`config.mk`:
```
export PLATFORM = sky130hd
export DESIGN_NAME = adc_cmd_sequencer
export DESIGN_NICKNAME = d
export VERILOG_FILES = /design/src/rtl/adcq_pkg.sv /design/src/rtl/adcq_cmd_decode.sv /design/src/rtl/adcq_seq_ctrl.sv /design/src/rtl/adc_cmd_sequencer.sv
export SDC_FILE = /design/constraint.sdc
export NUM_CORES = 1
export LEC_CHECK = 0
export ABC_CLOCK_PERIOD_IN_PS = 1200
export BUFFER_PORTS_ARGS = -buffer_cell sky130_fd_sc_hd__buf_2
export CAP_MARGIN = 5
export CORE_UTILIZATION = 35
export CTS_CLUSTER_SIZE = 24
export DETAILED_ROUTE_END_ITERATION = 8
export GPL_TIMING_DRIVEN = 0
export PLACE_DENSITY = 0.75
export RECOVER_POWER = 50
export SLEW_MARGIN = 0
export SYNTH_ARGS = -nofsm -noshare
export SYNTH_HDL_FRONTEND = slang
export SYNTH_SLANG_ARGS = --single-unit
```
`constraint.sdc`:
```
create_clock -name clk -period 1.2 [get_ports clk]
set_input_delay 0 -clock clk [delete_from_list [all_inputs] [get_ports clk]]
set_output_delay 0 -clock clk [all_outputs]
set_load 0.02 [all_outputs]
```
`src/rtl/adcq_pkg.sv`:
```
package adcq_pkg;
  localparam int CMD_W = 16;
  localparam int CH_W  = 6;
  localparam int CYC_W = 5;

  typedef enum logic [1:0] {
    SRC_PIN  = 2'd0,
    SRC_LOW  = 2'd1,
    SRC_HIGH = 2'd2,
    SRC_MID  = 2'd3
  } src_e;

  typedef enum logic [2:0] {
    S_IDLE  = 3'd0,
    S_ISSUE = 3'd1,
    S_WAIT  = 3'd2,
    S_PAUSE = 3'd3,
    S_DONE  = 3'd4
  } seq_state_e;

  localparam logic [CH_W-1:0] CH_END    = 6'd63;
  localparam logic [CH_W-1:0] CH_VLOW   = 6'd60;
  localparam logic [CH_W-1:0] CH_VHIGH  = 6'd61;
  localparam logic [CH_W-1:0] CH_VMID   = 6'd62;
  localparam logic [CH_W-1:0] CH_RSV_LO = 6'd32;
  localparam logic [CH_W-1:0] CH_RSV_HI = 6'd47;
  localparam logic [CH_W-1:0] CH_MUX_LO = 6'd4;
  localparam logic [CH_W-1:0] CH_MUX_HI = 6'd31;
endpackage

```
`src/rtl/adcq_cmd_decode.sv`:
```
module adcq_cmd_decode
  import adcq_pkg::*;
(
  input  logic [CMD_W-1:0] cmd,
  input  logic             mux_mode,
  output logic [CH_W-1:0]  chan,
  output src_e             src,
  output logic [CYC_W-1:0] sample_cyc,
  output logic             bypass,
  output logic             pause,
  output logic             is_end
);
  logic internal_ch;

  always_comb begin
    chan        = cmd[5:0];
    pause       = cmd[9];
    is_end      = (chan == CH_END);
    internal_ch = (chan == CH_VLOW) || (chan == CH_VHIGH) || (chan == CH_VMID);

    unique case (cmd[7:6])
      2'd0:    sample_cyc = CYC_W'(2);
      2'd1:    sample_cyc = CYC_W'(4);
      2'd2:    sample_cyc = CYC_W'(8);
      default: sample_cyc = CYC_W'(16);
    endcase

    if (chan == CH_VLOW)                                  src = SRC_LOW;
    else if (chan == CH_VHIGH)                            src = SRC_HIGH;
    else if (chan == CH_VMID)                             src = SRC_MID;
    else if (chan >= CH_RSV_LO && chan <= CH_RSV_HI)      src = SRC_LOW;
    else if (!mux_mode && chan >= CH_MUX_LO && chan <= CH_MUX_HI) src = SRC_LOW;
    else                                                  src = SRC_PIN;

    // the sample amplifier is unused for internal sources
    bypass = cmd[8] | internal_ch;
  end
endmodule

```
`src/rtl/adcq_seq_ctrl.sv`:
```
module adcq_seq_ctrl
  import adcq_pkg::*;
#(
  parameter int DEPTH = 64,
  localparam int IDX_W = $clog2(DEPTH)
)(
  input  logic             clk,
  input  logic             rst_n,
  input  logic             trigger,
  input  logic             cmd_pause,
  input  logic             cmd_end,
  input  logic             conv_done,
  output seq_state_e       state,
  output logic [IDX_W-1:0] ptr,
  output logic             conv_start,
  output logic             res_we
);
  localparam logic [IDX_W-1:0] LAST = IDX_W'(DEPTH - 1);

  seq_state_e       state_q, state_d;
  logic [IDX_W-1:0] ptr_q, ptr_d;
  logic             pause_q, pause_d;
  logic             ptr_en, pause_en;

  always_comb begin
    state_d    = state_q;
    ptr_d      = ptr_q;
    pause_d    = pause_q;
    ptr_en     = 1'b0;
    pause_en   = 1'b0;
    conv_start = 1'b0;
    res_we     = 1'b0;
    unique case (state_q)
      S_IDLE, S_DONE: begin
        if (trigger) begin
          state_d = S_ISSUE;
          ptr_d   = '0;
          ptr_en  = 1'b1;
        end
      end
      S_ISSUE: begin
        if (cmd_end) begin
          state_d = S_DONE;
        end else begin
          conv_start = 1'b1;
          pause_d    = cmd_pause;
          pause_en   = 1'b1;
          state_d    = S_WAIT;
        end
      end
      S_WAIT: begin
        if (conv_done) begin
          res_we = 1'b1;
          if (ptr_q == LAST) begin
            state_d = S_DONE;
          end else begin
            ptr_d   = ptr_q + 1'b1;
            ptr_en  = 1'b1;
            state_d = pause_q ? S_PAUSE : S_ISSUE;
          end
        end
      end
      S_PAUSE: begin
        if (trigger) state_d = S_ISSUE;
      end
      default: state_d = S_IDLE;
    endcase
  end

  always_ff @(posedge clk or negedge rst_n) begin
    if (!rst_n) begin
      state_q <= S_IDLE;
      ptr_q   <= '0;
      pause_q <= 1'b0;
    end else begin
      state_q <= state_d;
      if (ptr_en)   ptr_q   <= ptr_d;
      if (pause_en) pause_q <= pause_d;
    end
  end

  assign state = state_q;
  assign ptr   = ptr_q;
endmodule

```
`src/rtl/adc_cmd_sequencer.sv`:
```
module adc_cmd_sequencer
  import adcq_pkg::*;
#(
  parameter int DEPTH = 64,
  parameter int RES_W = 10,
  localparam int IDX_W = $clog2(DEPTH)
)(
  input  logic             clk,
  input  logic             rst_n,
  input  logic             mux_mode,
  input  logic             trigger,
  output logic [IDX_W-1:0] cmd_addr,
  input  logic [CMD_W-1:0] cmd_data,
  output logic             conv_start,
  output logic [1:0]       conv_src,
  output logic [CH_W-1:0]  conv_chan,
  output logic [CYC_W-1:0] conv_sample_cyc,
  output logic             conv_bypass,
  input  logic             conv_done,
  input  logic [RES_W-1:0] conv_result,
  output logic             res_we,
  output logic [IDX_W-1:0] res_addr,
  output logic [RES_W-1:0] res_data,
  output logic             st_idle,
  output logic             st_active,
  output logic             st_paused,
  output logic             st_complete
);
  src_e             dec_src;
  logic             dec_pause, dec_end;
  seq_state_e       state;
  logic [IDX_W-1:0] ptr;

  adcq_cmd_decode u_dec (
    .cmd        (cmd_data),
    .mux_mode   (mux_mode),
    .chan       (conv_chan),
    .src        (dec_src),
    .sample_cyc (conv_sample_cyc),
    .bypass     (conv_bypass),
    .pause      (dec_pause),
    .is_end     (dec_end)
  );

  adcq_seq_ctrl #(.DEPTH(DEPTH)) u_ctrl (
    .clk        (clk),
    .rst_n      (rst_n),
    .trigger    (trigger),
    .cmd_pause  (dec_pause),
    .cmd_end    (dec_end),
    .conv_done  (conv_done),
    .state      (state),
    .ptr        (ptr),
    .conv_start (conv_start),
    .res_we     (res_we)
  );

  assign conv_src    = dec_src;
  assign cmd_addr    = ptr;
  assign res_addr    = ptr;
  assign res_data    = conv_result;
  assign st_idle     = (state == S_IDLE);
  assign st_active   = (state == S_ISSUE) || (state == S_WAIT);
  assign st_paused   = (state == S_PAUSE);
  assign st_complete = (state == S_DONE);
endmodule

```
==> flow_metrics.tcl <==
set metrics [dict create \
    outcome "complete, but fails checks" \
    failed_checks "setup timing" \
    arrival_ns 1.56 \
    grt_usage 0.175 \
    grt_max_degree 11 \
    ys_ff_latch 10 \
    cts_tree "built" \
    io_pins 73 \
    nets 218 \
    syn_nets 140 \
    final_common_cell "buf_2" \
    switchingPower_mw 1.39 \
    synth_top_family_by_area "simple AND/OR/NAND/NOR gates" \
    multi_input_area_um2 584 \
    swShare 0.440 \
    gp_congestion 0.791 \
    setup_viol 16 \
    synth_compound_gate_area_share 0.180 \
    dp_slack_ns -0.221 \
    insertedDiodeCount 0 \
    post_drt_wl_per_cell_um 12.1 \
    final_max_slew_viol_count 0 \
    cts-htree-levels 1 \
    post_drt_via_cell_ratio 4.85 \
    start_util 0.373 \
    dieArea_um2 2880 \
    fillers 213 \
    max_slew_margin 0.634 \
    rrSetupSlack_ns -0.16 \
    path_delay_family "simple AND/OR/NAND/NOR gates" \
    crit_required_ns 1.40 \
    grt_pass1_vias 865 \
    p_int_mw 1.77 \
    critPathBufInv 0 \
    synth_top_cell_by_area "dfrtp_1" \
    yosys.area_share.simple 0.275 \
    synth_xor_xnor_area_share 0.00938 \
    min_path_cells 3 \
    synth_fa_ha_area_frac 0.0134 \
    rsz0062_at_grt "yes" \
    numCtsBuffers 3 \
    yosys-top-cells-area "dfrtp_1 27%, buf_4 20%, nand3_1 4.8%, nand2_1 3.2%, nand2b_4 2.9%" \
    num_vias 1043 \
    drc 0 \
    clk_latency_ns 0.28 \
    hp-class "input port to flip-flop" \
    synth_top_area_frac 0.268 \
    hold_end "u_ctrl.state[0]$_DFFE_PN0P_" \
    cts_sinks 10 \
    period_minus_slack_ns 1.36 \
    final_antenna_net_count 0 \
    core.rowCount 18 \
    core_area_um2 2500 \
    post_synth_inst_count 108 \
    grt_antenna_before_repair 0 \
    syn_area_um2 933 \
    muxShareOfSynthArea 0.0375 \
    routed_wl_um 2610 \
    timing.final.ws_setup_ns -0.156 \
    p_leak_nw 0.761 \
    area_growth_pct 66.9 \
    drive_above_1_share 0.632 \
    worst_pin_slew_ns 0.549 \
    yosysWarnings 0 \
    hp-start "conv_done" \
    path_class "flip-flop to flip-flop" \
    ys_seq_area_frac 0.268 \
    fin_crit_sh 1.13 \
    hold_viol 0 \
    rr_worst_depth 4 \
    rr_endpoint "u_ctrl.ptr[1]$_DFFE_PN0P_" \
    powerDensity_nw_per_um2 2020 \
    skew_ns 0.00120 \
    r2r_start "u_ctrl.state[2]$_DFFE_PN0P_" \
    ys_types 34 \
    dr.first_iter.drc_count 11 \
    fmax_mhz 737 \
    final_cell_mix "38 x buf_2, 36 x buf_4, 13 x clkbuf_1" \
    syn_area_per_cell_um2 8.64 \
    first_pass_iters 4 \
    power_frac_clock 0.103 \
    dpl.hpwl_um 1860 \
    setup_tns_ns -1.47 \
    regArea_um2 258 \
    sequentialPowerShare 0.206 \
    max_stage_delay_ns 0.47 \
    combPwrFrac 0.691 \
    cp-end-kind "flip-flop" \
    crit_slowest_cell "dfrtp_2" \
    crit_fanout 7 \
    grt_pass1_wl_um 3700 \
    ir_worst_vdd_mv 1.40 \
    cts.clk_slew.worst_paths_ns 0.07 \
    cap_viol_max_count 0 \
    die_x_um 53.6 \
    dieHeight_um 53.6 \
    cp_cell_sequence "and4bb_4 -> o21ai_4 -> nand2_4 -> mux2i_1" \
    cts_root_buffer "clkbuf_4" \
    clock_path_buffers 2 \
    worstSetupStartpointType "flip-flop" \
    portBuffers 55 \
    grt-ovfl-total 0 \
]
[worst reg2reg max path: stages, from the launching register on]
cell      delay (ns)
dfrtp_2         0.47
and4bb_4        0.42
o21ai_4         0.11
nand2_4         0.09
mux2i_1         0.19
[cells in the mapped netlist]
cell / instances
nor2_1: 6
nand2_1: 8
mux2_4: 1
ha_1: 1
nor3_1: 3
mux2i_1: 2
a31oi_1: 3
and3_1: 2
o21ai_4: 1
nand2b_4: 2
xnor2_1: 1
nand4_1: 1
nand3b_1: 2
nor2b_1: 3
a32o_1: 1
a21oi_1: 4
and4_4: 1
and2_1: 2
conb_1: 1
o22a_1: 1
o31ai_1: 1
buf_4: 25
a311oi_4: 1
or3_4: 1
inv_1: 3
nand2_2: 1
a21oi_2: 1
nand2b_1: 1
o32ai_1: 2
dfrtp_1: 10
a21o_2: 1
o21ai_0: 5
nand3_1: 9
and4bb_4: 1
[timing repair]
action	in CTS	in global routing
gates resized for setup	18	16
cloned	0	1
setup endpoints to repair	16	16
hold endpoints to repair	11	0
hold buffers	2	0
setup buffers	7	8
pin swaps	5	8
[power groups by stage]
stage	registers, mW	clock network [mW]	logic [mW]
after floorplan	0.694	0	1.07
after global placement	0.627	0	1.52
after detailed placement	0.638	0	1.55
after CTS	0.605	0.318	1.90
after global routing	0.676	0.341	2.35
final	0.650	0.325	2.18
[through the flow]
step                      hold WS [ns]   util  std cells  power [mW]  cell area, µm²
final                           0.0728  0.623        215        3.15            1560
after global routing             0.101  0.623        215        3.37            1560
after CTS                       0.0873  0.576        206        2.83            1440
after detailed placement        -0.126  0.511        193        2.19            1280
after global placement          -0.129  0.511        193        2.14            1280
after floorplan                 -0.296      -        108        1.76             963
[flip-flops by register name, summed over array words and instances (netlist names)]
register and flops:
u_ctrl.pause_q 1, u_ctrl.ptr 6, u_ctrl.state 3
[layout make-up]
cell class                 count  area share
buffer                        25       0.125
clock buffer                   4      0.0233
inverter                       3     0.00723
multi-input combinational     70       0.375
sequential                    10       0.165
tap                           30      0.0241
timing repair buffer          73       0.280
[logic make-up after synthesis]
| logic type | count (synthesis) |
|---|---|
| simple gates | 43 |
| fa+ha+maj | 1 |
| other cells | 1 |
| buf+inv | 28 |
| mux | 3 |
| compound gates | 21 |
| flops | 10 |
| xor+xnor | 1 |
[how the worst max path moves through the flow]
stage,start,end,slack [ns],cells after the start
2_1_floorplan,u_ctrl.state[1]$_DFFE_PN0P_,u_ctrl.pause_q$_DFFE_PN0P_,-0.13,3
3_3_place_gp,u_ctrl.state[0]$_DFFE_PN0P_,u_ctrl.ptr[1]$_DFFE_PN0P_,-0.17,4
3_5_place_dp,u_ctrl.state[0]$_DFFE_PN0P_,u_ctrl.ptr[1]$_DFFE_PN0P_,-0.22,4
4_1_cts,u_ctrl.state[1]$_DFFE_PN0P_,u_ctrl.ptr[1]$_DFFE_PN0P_,-0.14,4
5_1_grt,u_ctrl.state[2]$_DFFE_PN0P_,u_ctrl.ptr[1]$_DFFE_PN0P_,-0.20,4
6_report,u_ctrl.state[2]$_DFFE_PN0P_,u_ctrl.ptr[1]$_DFFE_PN0P_,-0.16,4
[per-layer routing]
| layer | wire, µm | global-route usage | vias to the layer above | part of all wire |
|---|---|---|---|---|
| met5 | 0 | 0 | - | 0 |
| met3 | 151 | 0.0311 | 7 | 0.058 |
| met2 | 1360 | 0.329 | 47 | 0.52 |
| met1 | 1030 | 0.197 | 475 | 0.40 |
| met4 | 59 | 0.0526 | 0 | 0.023 |
| li1 | - | - | 514 | - |
(Power assumes the default switching activity.)
